**src/rtl/pwm_fault_pkg.sv**
```systemverilog
package pwm_fault_pkg;
   // mode field codes that enable the generator
   localparam logic [2:0] MODE_PWM_PLAIN = 3'b110;
   localparam logic [2:0] MODE_PWM_GUARD = 3'b111;
   // highest channel index served by fault pin A
   localparam int unsigned FLT_A_LAST_CHAN = 4;
endpackage

```
**src/rtl/pwm_duty_shadow.sv**
```systemverilog
module pwm_duty_shadow #(
   parameter int unsigned CNT_W = 16
) (
   input  logic             clk,
   input  logic             rst_n,
   input  logic             wr_en,
   input  logic [CNT_W-1:0] wr_data,
   input  logic             load,
   output logic [CNT_W-1:0] next_duty,
   output logic [CNT_W-1:0] active_duty
);
   logic [CNT_W-1:0] dbuf_q;
   logic [CNT_W-1:0] act_q;

   always_ff @(posedge clk) begin
      if (!rst_n) begin
         dbuf_q <= '0;
         act_q  <= '0;
      end else begin
         if (wr_en) dbuf_q <= wr_data;
         if (load)  act_q  <= dbuf_q;
      end
   end

   assign next_duty   = dbuf_q;
   assign active_duty = act_q;


   act_boundary_chk: assert property (@(posedge clk) disable iff (!rst_n)
      !$stable(act_q) |-> $past(load));
endmodule

```
**src/rtl/pwm_edge_gen.sv**
```systemverilog
module pwm_edge_gen #(
   parameter int unsigned CNT_W = 16
) (
   input  logic             clk,
   input  logic             rst_n,
   input  logic             run,
   input  logic             en,
   input  logic             period_match,
   input  logic [CNT_W-1:0] tmr_cnt,
   input  logic [CNT_W-1:0] active_duty,
   input  logic [CNT_W-1:0] next_duty,
   input  logic             fault_evt,
   output logic             pwm_q_o,
   output logic             irq_o
);
   localparam int unsigned EXT_W = CNT_W + 1;

   logic [EXT_W-1:0] cnt_nxt;
   logic             end_hit;
   logic             pwm_q;
   logic             irq_q;

   // the cycle that holds count (duty-1) is the last high cycle
   assign cnt_nxt = {1'b0, tmr_cnt} + EXT_W'(1);
   assign end_hit = (cnt_nxt == {1'b0, active_duty});

   always_ff @(posedge clk) begin
      if (!rst_n) begin
         pwm_q <= 1'b0;
         irq_q <= 1'b0;
      end else begin
         irq_q <= fault_evt | (run & en & period_match);
         if (!en) begin
            pwm_q <= 1'b0;
         end else if (run) begin
            if (period_match)  pwm_q <= (next_duty != '0);
            else if (end_hit)  pwm_q <= 1'b0;
         end
      end
   end

   assign pwm_q_o = pwm_q;
   assign irq_o   = irq_q;


   rise_at_start_chk: assert property (@(posedge clk) disable iff (!rst_n)
      $rose(pwm_q) |-> $past(period_match && run));


   irq_at_rise_chk: assert property (@(posedge clk) disable iff (!rst_n)
      $rose(pwm_q) |-> irq_q);
endmodule

```
**src/rtl/pwm_fault_guard.sv**
```systemverilog
module pwm_fault_guard #(
   parameter int unsigned CHAN_IDX = 1
) (
   input  logic clk,
   input  logic rst_n,
   input  logic flt_mode,
   input  logic mode_wr,
   input  logic flt_a_n,
   input  logic flt_b_n,
   input  logic pwm_in,
   output logic pwm_out,
   output logic fault_sts_o,
   output logic fault_evt_o
);
   import pwm_fault_pkg::*;

   localparam bit USE_PIN_B = (CHAN_IDX > FLT_A_LAST_CHAN);

   logic pin_n;
   logic fault_now;
   logic sts_q;

   generate
      if (USE_PIN_B) begin : g_pin_b
         logic unused_a;
         assign unused_a = flt_a_n;
         assign pin_n    = flt_b_n;
      end else begin : g_pin_a
         logic unused_b;
         assign unused_b = flt_b_n;
         assign pin_n    = flt_a_n;
      end
   endgenerate

   assign fault_now = flt_mode & ~pin_n;

   always_ff @(posedge clk) begin
      if (!rst_n)         sts_q <= 1'b0;
      else if (mode_wr)   sts_q <= 1'b0;
      else if (fault_now) sts_q <= 1'b1;
   end

   // immediate shutdown: the live pin level also gates the output
   assign pwm_out     = (fault_now | sts_q) ? 1'b0 : pwm_in;
   assign fault_sts_o = sts_q;
   assign fault_evt_o = fault_now & ~sts_q;


   fault_set_chk: assert property (@(posedge clk) disable iff (!rst_n)
      $rose(sts_q) |-> ($past(flt_mode) && !$past(pin_n)));


   fault_clear_chk: assert property (@(posedge clk) disable iff (!rst_n)
      $fell(sts_q) |-> $past(mode_wr));
endmodule

```
**src/rtl/pwm_fault_gen.sv**
```systemverilog
module pwm_fault_gen #(
   parameter int unsigned CNT_W    = 16,
   parameter int unsigned CHAN_IDX = 1
) (
   input  logic             clk,
   input  logic             rst_n,
   input  logic [CNT_W-1:0] tmr_cnt,
   input  logic             period_match,
   input  logic             duty_wr,
   input  logic [CNT_W-1:0] duty_wdata,
   input  logic [2:0]       mode,
   input  logic             mode_wr,
   input  logic             flt_a_n,
   input  logic             flt_b_n,
   input  logic             sys_idle,
   input  logic             idle_stop,
   output logic             pwm_o,
   output logic             irq_o,
   output logic             fault_sts,
   output logic [CNT_W-1:0] duty_active
);
   import pwm_fault_pkg::*;

   generate
      if (CNT_W < 2 || CNT_W > 32) begin : g_bad_width
         $error("pwm_fault_gen: CNT_W must lie in 2..32");
      end
      if (CHAN_IDX < 1 || CHAN_IDX > 8) begin : g_bad_chan
         $error("pwm_fault_gen: CHAN_IDX must lie in 1..8");
      end
   endgenerate

   logic             run;
   logic             en;
   logic             flt_mode;
   logic             load;
   logic [CNT_W-1:0] next_duty;
   logic             pwm_raw;
   logic             fault_evt;

   assign run      = ~(sys_idle & idle_stop);
   assign en       = (mode == MODE_PWM_PLAIN) || (mode == MODE_PWM_GUARD);
   assign flt_mode = (mode == MODE_PWM_GUARD);
   assign load     = run & en & period_match;

   pwm_duty_shadow #(.CNT_W(CNT_W)) shadow_i (
      .clk         (clk),
      .rst_n       (rst_n),
      .wr_en       (duty_wr),
      .wr_data     (duty_wdata),
      .load        (load),
      .next_duty   (next_duty),
      .active_duty (duty_active)
   );

   pwm_edge_gen #(.CNT_W(CNT_W)) edge_i (
      .clk          (clk),
      .rst_n        (rst_n),
      .run          (run),
      .en           (en),
      .period_match (period_match),
      .tmr_cnt      (tmr_cnt),
      .active_duty  (duty_active),
      .next_duty    (next_duty),
      .fault_evt    (fault_evt),
      .pwm_q_o      (pwm_raw),
      .irq_o        (irq_o)
   );

   pwm_fault_guard #(.CHAN_IDX(CHAN_IDX)) guard_i (
      .clk         (clk),
      .rst_n       (rst_n),
      .flt_mode    (flt_mode),
      .mode_wr     (mode_wr),
      .flt_a_n     (flt_a_n),
      .flt_b_n     (flt_b_n),
      .pwm_in      (pwm_raw),
      .pwm_out     (pwm_o),
      .fault_sts_o (fault_sts),
      .fault_evt_o (fault_evt)
   );


   disabled_low_chk: assert property (@(posedge clk) disable iff (!rst_n)
      !en |=> !pwm_o);


   idle_freeze_chk: assert property (@(posedge clk) disable iff (!rst_n)
      !run |=> $stable(duty_active));
endmodule

```
**config.mk**
```make
export PLATFORM = sky130hd
export DESIGN_NAME = pwm_fault_gen
export DESIGN_NICKNAME = d
export VERILOG_FILES = /design/src/rtl/pwm_fault_pkg.sv /design/src/rtl/pwm_duty_shadow.sv /design/src/rtl/pwm_edge_gen.sv /design/src/rtl/pwm_fault_guard.sv /design/src/rtl/pwm_fault_gen.sv
export SDC_FILE = /design/constraint.sdc
export NUM_CORES = 1
export LEC_CHECK = 0
export BUFFER_PORTS_ARGS = -buffer_cell sky130_fd_sc_hd__buf_4
export CAP_MARGIN = 0
export CELL_PAD_IN_SITES_DETAIL_PLACEMENT = 0
export CELL_PAD_IN_SITES_GLOBAL_PLACEMENT = 2
export CORE_MARGIN = 10
export CORE_UTILIZATION = 30
export CTS_BUF_LIST = sky130_fd_sc_hd__clkbuf_8
export DETAILED_ROUTE_END_ITERATION = 10
export PLACE_DENSITY = 0.93
export SLEW_MARGIN = 15
export SYNTH_ARGS = -nofsm -noshare
export SYNTH_HDL_FRONTEND = slang
export SYNTH_SLANG_ARGS = --single-unit
```
**constraint.sdc**
```tcl
create_clock -name clk -period 1.8 [get_ports clk]
set_input_delay 0.36 -clock clk [delete_from_list [all_inputs] [get_ports clk]]
set_output_delay 0.36 -clock clk [all_outputs]
set_load 0.005 [all_outputs]
```
==> summary.md, run 1 <==
| Metric | Value |
|---|---|
| Status | `complete, no violations` |
| RSZ-0062 raised after global routing | `false` |
| Maxcap violations | `0` |
| Routability congestion estimate | `between 0.8 and 0.9` |
| Met1 layer usage reported by global route | `12.73%` |
| Placed Instances | `355` |
| Most used DFF post-synth | `dfxtp_1` |
| Cell Int Power | `1.305 mW` |
| Most frequent CP cell | `xnor2_1` |
| Most frequent cells in the layout | `buf_4, nand2_1, dfxtp_1` |
| Worst-skew pair later-pin latency | `0.29 ns` |
| Finished Cell Area | `between 0.002 and 0.003 mm^2` |
| Power Dens Cells | `663.8 mW/mm^2` |
| Maximum single-stage delay on the critical path | `0.34 ns` |
| CP cell instances | `xnor2_1 -> xnor2_1 -> o311a_1 -> a211oi_1 -> and4b_1 -> a31oi_1` |
| # hold bufs at CTS | `0` |
| Met3 GRT Util | `3.945%` |
| Critical Path Source Type | `flip-flop` |
| Total track usage | `between 10 and 15%` |
| Detailed Route WL | `5.356 mm` |
| Netlist cell types | `37` |
| Ports | `63` |
| Max-slew headroom | `just over 70%` |
| Worst-path maximum fanout | `3` |
| Htree depth | `2` |
| Routed len/inst | `14.75 um` |
| CTS root buf | `clkbuf_8` |
| Initial antenna violation count | `0` |
| Crit Path Category | `reg2reg` |
| Final Cycle Share | `between 80% and 90%` |
| Largest net degree at the start of global routing | `35` |
| Top cell type's share of synthesized area | `36.89%` |
| Deepest clock path buffer count | `2` |
| Ant diodes | `0` |
| Hold_ws | `0.2229 ns` |
| Max-slew violations | `0` |
| Synthesized flop and latch total | `35` |
| Min cycle time layout | `1.580 ns` |
| # resized after CTS | `0` |
| Number of global-route vias before repair | `1,751` |
| Syn. warnings | `0` |
| Reg power frac | `48.2%` |
| Area contributors post-synth | `dfxtp_1, mux2i_1, xnor2_1, nand2_1, a21boi_0` |
| Core Region | `~0.006 mm^2` |
| Total Power | `1.718 mW` |
| Slowest-stage cell, CP | `dfxtp_1` |
| Post-route setup slack | `0.2203 ns` |
| Reg clk slew, reported paths | `0.07 ns` |
| Cells after synthesis | `218` |
| Starting Density | `31.52%` |
| Clk pwr share | `35.4%` |
| HPWL Detailed | `4.358 mm` |
| First DRT Iteration DRCs | `60` |
| Final nets | `around 330` |
| Die ar. | `around 0.0099 mm^2` |
| DR pass1 iterations | `4` |
| Worst Hold Class | `in2reg` |
| Lkg Pwr | `1.070 nW` |
| Global-route wire length before repair | `slightly below 9 mm` |
| # clock sinks | `35` |
| Post-synth EDFFs | `0` |
| Cell area after placement | `~0.0025 mm^2` |
| Final setup vio count | `0` |
| Post-route DRC | `0` |
| Logic pwr share | `roughly 16%` |
| Fraction of layout cells with a size suffix above 1 | `28.47%` |
| Peak VDD IR | `0.5565 mV` |
| Port-buffer cells | `61` |
| Asr flop ratio synth | `0%` |
| Syn-to-layout area delta | `36.23%` |
| Routed Antenna Nets | `0` |
| Fin. Hold Viols | `0` |
| Via count | `about 1,800` |
| Die W | `99.57 um` |
| Num CTS Buffers | `5` |
| Die height | `99.57 um` |
| Sw frac | `24.05%` |
| Max Fclk | `633.0 MHz` |
| Setup bufs post-CTS | `0` |
| CTS tree | `done` |
| Syn_area_per_cell | `8.712 um^2` |
| Fin cells | `363` |
| Endpoint class of the critical path | `flip-flop` |
| Commonest non-fill, non-tap cell in the layout | `buf_4` |
| Met2 GRT Util | `around 17%` |
| Post-synth net total | `263` |
| Switching power of the nets | `0.4132 mW` |
| Post-synthesis sequential area ratio | `36.89%` |
| GR Overflow Total | `0` |
| Mapped Area | `0.001899 mm^2` |
| Skew final | `about 0.0043 ns` |
| Post-DR vias/cell | `4.840` |
| Actual slew at the worst max-slew pin | `0.4090 ns` |
| Arrival @ worst endpoint | `roughly 1.7 ns` |
| Post-Place Setup Slack | `-0.03089 ns` |
| GR peak layer | `met2` |
| Cell row count | `28` |
| Yosys top cell by area | `dfxtp_1` |
| Required @ worst endpoint | `1.96 ns` |
## critical path: cells and delay by family, from the launching register on
kind	cells	cell delay [ns]
compound gates	3	0.54
xor+xnor	2	0.33
flops	1	0.34
simple gates	1	0.24
## sequential cells by signal, summed over array words and instances (netlist names)
name                  flops
edge_i.irq_o              1
shadow_i.active_duty     16
guard_i.fault_sts_o       1
shadow_i.next_duty       16
edge_i.pwm_q_o            1
## layer usage
layer,up-vias,routed length (um)
met2,43,2437
li1,919,-
met1,789,2498
met4,0,74
met5,-,0
met3,6,345
## final cells by class
type | instances | area, um^2
Sequential cell | 35 | 700.7
Inverter | 1 | 3.754
Fill cell | 622 | 3438
Tap cell | 75 | 93.84
Clock buffer | 7 | 96.34
Clock inverter | 1 | 3.754
Multi-Input combinational cell | 174 | 1164
Timing Repair Buffer | 70 | 525.5
## path summary, 6_finish.rpt
check / startpoint / end / slack (ns) / cells past startpoint
worst max register to register: shadow_i.active_duty[7]$_SDFFE_PN0P_ / edge_i.pwm_q_o$_SDFFE_PN0P_ / 0.22 / 6
worst min-delay path: mode_wr / guard_i.fault_sts_o$_SDFFE_PP0P_ / 0.22 / 2
worst min register to register: shadow_i.next_duty[2]$_SDFFE_PN0P_ / shadow_i.active_duty[2]$_SDFFE_PN0P_ / 0.49 / 2
worst max-delay path: shadow_i.active_duty[7]$_SDFFE_PN0P_ / edge_i.pwm_q_o$_SDFFE_PN0P_ / 0.22 / 6
## Yosys cell counts, types with 3 or more instances
library cell  number
clkbuf_1           7
mux2i_1           18
nand3_1            7
xnor2_1           18
a21oi_1            4
o21ai_0            3
nor2_1             4
a21boi_0          16
nand2_1           41
a31oi_1            6
dfxtp_1           35
nand4_1            5
nor3b_1            3
nand2b_1           3
nor2b_1           17
nor4_1             5
and3_1             3
## cell families after synthesis
| group | share of synthesized area, % |
|---|---|
| and+or+nand+nor | 28.06 |
| AOI/OAI and AO/OA | 13.24 |
| DFF | 36.89 |
| xor gates and xnor gates | 9.223 |
| muxes | 10.08 |
| buffers and inverters | 1.844 |
| adders and majority gates | 0.6587 |
## power groups by stage
stage | combinational (mW) | clock (mW) | sequential (mW)
after CTS | 0.285 | 0.629 | 0.828
after detailed placement | 0.285 | 0 | 0.845
after global routing | 0.314 | 0.659 | 0.831
after floorplan | 0.147 | 0 | 0.837
after global placement | 0.281 | 0 | 0.845
final | 0.282 | 0.608 | 0.828
## per-stage QoR
step	TNS, ns	util (%)
floorplan	0	-
global placement	-0.02088	41.28
detailed placement	-0.03089	41.28
CTS	0	42.94
global route	0	42.94
finish	0	42.94
Note: power is estimated with default switching activity, not from simulation.
==> run 2, diff against run 1 <==
--- a/config.mk
+++ b/config.mk
@@ -10,10 +10,10 @@
 export CELL_PAD_IN_SITES_DETAIL_PLACEMENT = 0
 export CELL_PAD_IN_SITES_GLOBAL_PLACEMENT = 2
 export CORE_MARGIN = 10
-export CORE_UTILIZATION = 30
+export CORE_UTILIZATION = 32
 export CTS_BUF_LIST = sky130_fd_sc_hd__clkbuf_8
 export DETAILED_ROUTE_END_ITERATION = 10
-export PLACE_DENSITY = 0.93
+export PLACE_DENSITY = 0.95
 export SLEW_MARGIN = 15
 export SYNTH_ARGS = -nofsm -noshare
 export SYNTH_HDL_FRONTEND = slang
==> constraint.sdc (replaced) <==
create_clock -name clk -period 2.05 [get_ports clk]
set_input_delay 0.41 -clock clk [delete_from_list [all_inputs] [get_ports clk]]
set_output_delay 0.41 -clock clk [all_outputs]
set_load 0.005 [all_outputs]
==> run 2 against run 1 <==
  * Clock skew increased by 0.0050 ns
  * Global-route usage decreased by 0.30 points
  * Largest cell class unchanged
  * Via count decreased by 2.3%
  * Register-to-register slack improved by 0.18 ns
  * Die area decreased by 5.0%
  * Hold slack improved by 0.053 ns
  * Critical path depth increased by 2
  * Utilization increased by 0.17 points
  * Flip-flop and latch count unchanged
  * Sequential share of layout area increased by 0.70 points
  * Non-clock buffer count decreased by 7
  * Sequential power decreased by 12%
==> summary.md, run 2 (synthesis results as in run 1) <==
| Metric | Value |
|---|---|
| Syn-to-layout area delta | `32.81%` |
| First DRT Iteration DRCs | `95` |
| WHS Path Cells | `2` |
| Post-DR vias/cell | `between 4 and 5` |
| Deepest clock path buffer count | `2` |
| # resized after CTS | `0` |
| Max Fclk | `604.6 MHz` |
| Routed len/inst | `14.35 um` |
| Clk pwr share | `33.7%` |
| Power Dens Cells | `577.5 mW/mm^2` |
| Total Power | `1.457 mW` |
| Peak VDD IR | `0.3577 mV` |
| Setup bufs post-CTS | `0` |
| Most frequent CP cell | `nand4_1` |
| Final setup vio count | `0` |
| # clock sinks | `35` |
| Utilization after layout | `43.11%` |
| Die ar. | `0.009417 mm^2` |
| Post-Place Setup Slack | `0.1012 ns` |
| Max-slew headroom | `73.21%` |
| Arrival @ worst endpoint | `1.82 ns` |
| Maximum single-stage delay on the critical path | `0.33 ns` |
| Global-route wire length before repair | `8.273 mm` |
| Hold_ws | `approximately 0.28 ns` |
| Commonest non-fill, non-tap cell in the layout | `buf_4` |
| Skew final | `0.009288 ns` |
| Final nets | `325` |
| RR Startpoint | `shadow_i.active_duty[7]$_SDFFE_PN0P_` |
| Ports | `between 60 and 70` |
| Reg2Reg Setup Slack | `0.40 ns` |
| Starting Density | `32.46%` |
| Min-delay src | `mode_wr` |
| Cell Int Power | `~1.1 mW` |
| Num CTS Buffers | `5` |
| Slowest-stage cell, CP | `and4_1` |
| Maxcap violations | `0` |
| Logic pwr share | `16.4%` |
| Lkg Pwr | `1.027 nW` |
| Core Region | `0.005851 mm^2` |
| Cell row count | `28` |
| Max-slew violations | `0` |
| CTS root buf | `clkbuf_8` |
| Die height | `slightly below 100 um` |
| Min cycle time layout | `approximately 1.7 ns` |
| Routed Antenna Nets | `0` |
| Ant diodes | `0` |
| Worst-path maximum fanout | `7` |
| Worst-skew pair later-pin latency | `0.28 ns` |
| Final Cycle Share | `80.68%` |
| Number of global-route vias before repair | `1,673` |
| Cells on worst reg2reg path | `6` |
| Fraction of layout cells with a size suffix above 1 | `26.79%` |
| Critical Path Source Type | `primary input` |
| Fin cells | `355` |
| CTS tree | `done` |
| Reg clk slew, reported paths | `0.07 ns` |
| Total track usage | `between 10% and 20%` |
| Switching power of the nets | `0.3559 mW` |
| CP cell instances | `buf_4 -> ha_1 -> and4_1 -> nand4_1 -> xnor2_1 -> nand4_1 -> and4b_1 -> a31oi_1` |
| Largest net degree at the start of global routing | `35` |
| Required @ worst endpoint | `about 2.2 ns` |
| Most frequent cells in the layout | `buf_4, nand2_1, dfxtp_1` |
| Worst flop-to-flop path endpoint | `edge_i.pwm_q_o$_SDFFE_PN0P_` |
| Endpoint class of the critical path | `flip-flop` |
| Post-route DRC | `0` |
| Htree depth | `2` |
| Finished Cell Area | `0.002522 mm^2` |
| Hold Crit Endpoint | `guard_i.fault_sts_o$_SDFFE_PP0P_` |
| Port-buffer cells | `61` |
| Initial antenna violation count | `0` |
| HPWL Detailed | `4.116 mm` |
| DR pass1 iterations | `4` |
| Worst Hold Class | `in2reg` |
| Routability congestion estimate | `0.8508` |
| # hold bufs at CTS | `0` |
| Status | `complete, no violations` |
| RSZ-0062 raised after global routing | `false` |
| Actual slew at the worst max-slew pin | `0.3967 ns` |
| Cell area after placement | `0.002435 mm^2` |
| Sw frac | `24.43%` |
| Placed Instances | `348` |
| Via count | `1,717` |
| Setup TNS | `0 ns` |
| Post-route setup slack | `approximately 0.40 ns` |
| Detailed Route WL | `5.094 mm` |
| Fin. Hold Viols | `0` |
| GR Overflow Total | `0` |
| Reg power frac | `49.9%` |
| Crit Path Category | `in2reg` |
| Die W | `97.04 um` |
## run 2: per-layer routing
layer	vias up	track usage [%]	part of all wire (%)
li1	897	-	-
met1	769	13.42	49
met2	44	16.26	45
met3	7	2.774	4.5
met4	0	3.746	1.4
met5	-	0	0
## run 2: worst max-delay path by stage
stage | start | endpoint | slack [ns] | depth (start not counted)
2_1_floorplan | tmr_cnt[0] | edge_i.pwm_q_o$_SDFFE_PN0P_ | 0.32 | 8
3_3_place_gp | tmr_cnt[0] | edge_i.pwm_q_o$_SDFFE_PN0P_ | 0.1 | 8
3_5_place_dp | tmr_cnt[0] | edge_i.pwm_q_o$_SDFFE_PN0P_ | 0.10 | 8
4_1_cts | shadow_i.active_duty[7]$_SDFFE_PN0P_ | edge_i.pwm_q_o$_SDFFE_PN0P_ | 0.38 | 6
5_1_grt | tmr_cnt[0] | edge_i.pwm_q_o$_SDFFE_PN0P_ | 0.27 | 7
6_report | tmr_cnt[0] | edge_i.pwm_q_o$_SDFFE_PN0P_ | 0.40 | 8
## run 2: critical path: cells and delay by family
kind                     cells  cell delay, ns
AND/OR/NAND/NOR              4            0.85
adder cells (fa/ha/maj)      1            0.21
XOR/XNOR                     1            0.17
buffers and inverters        1            0.10
AO/OA/AOI/OAI                1            0.07
## run 2: layout make-up
type                    count  area, um^2
inverters                   1       3.754
well taps                  75       93.84
repair buffers             63       473.0
clock buffers               6       82.58
fillers                   606        3328
clock inverters             1       5.005
flip-flops and latches     35       700.7
multi-input cells         174        1164
## run 2: power groups by stage
stage                     registers (mW)  clock network, mW  logic [mW]
final                              0.726              0.491       0.240
after global routing               0.730              0.527       0.266
after CTS                          0.726              0.504       0.242
after detailed placement           0.742                  0       0.241
after global placement             0.741                  0       0.239
after floorplan                    0.735                  0       0.129
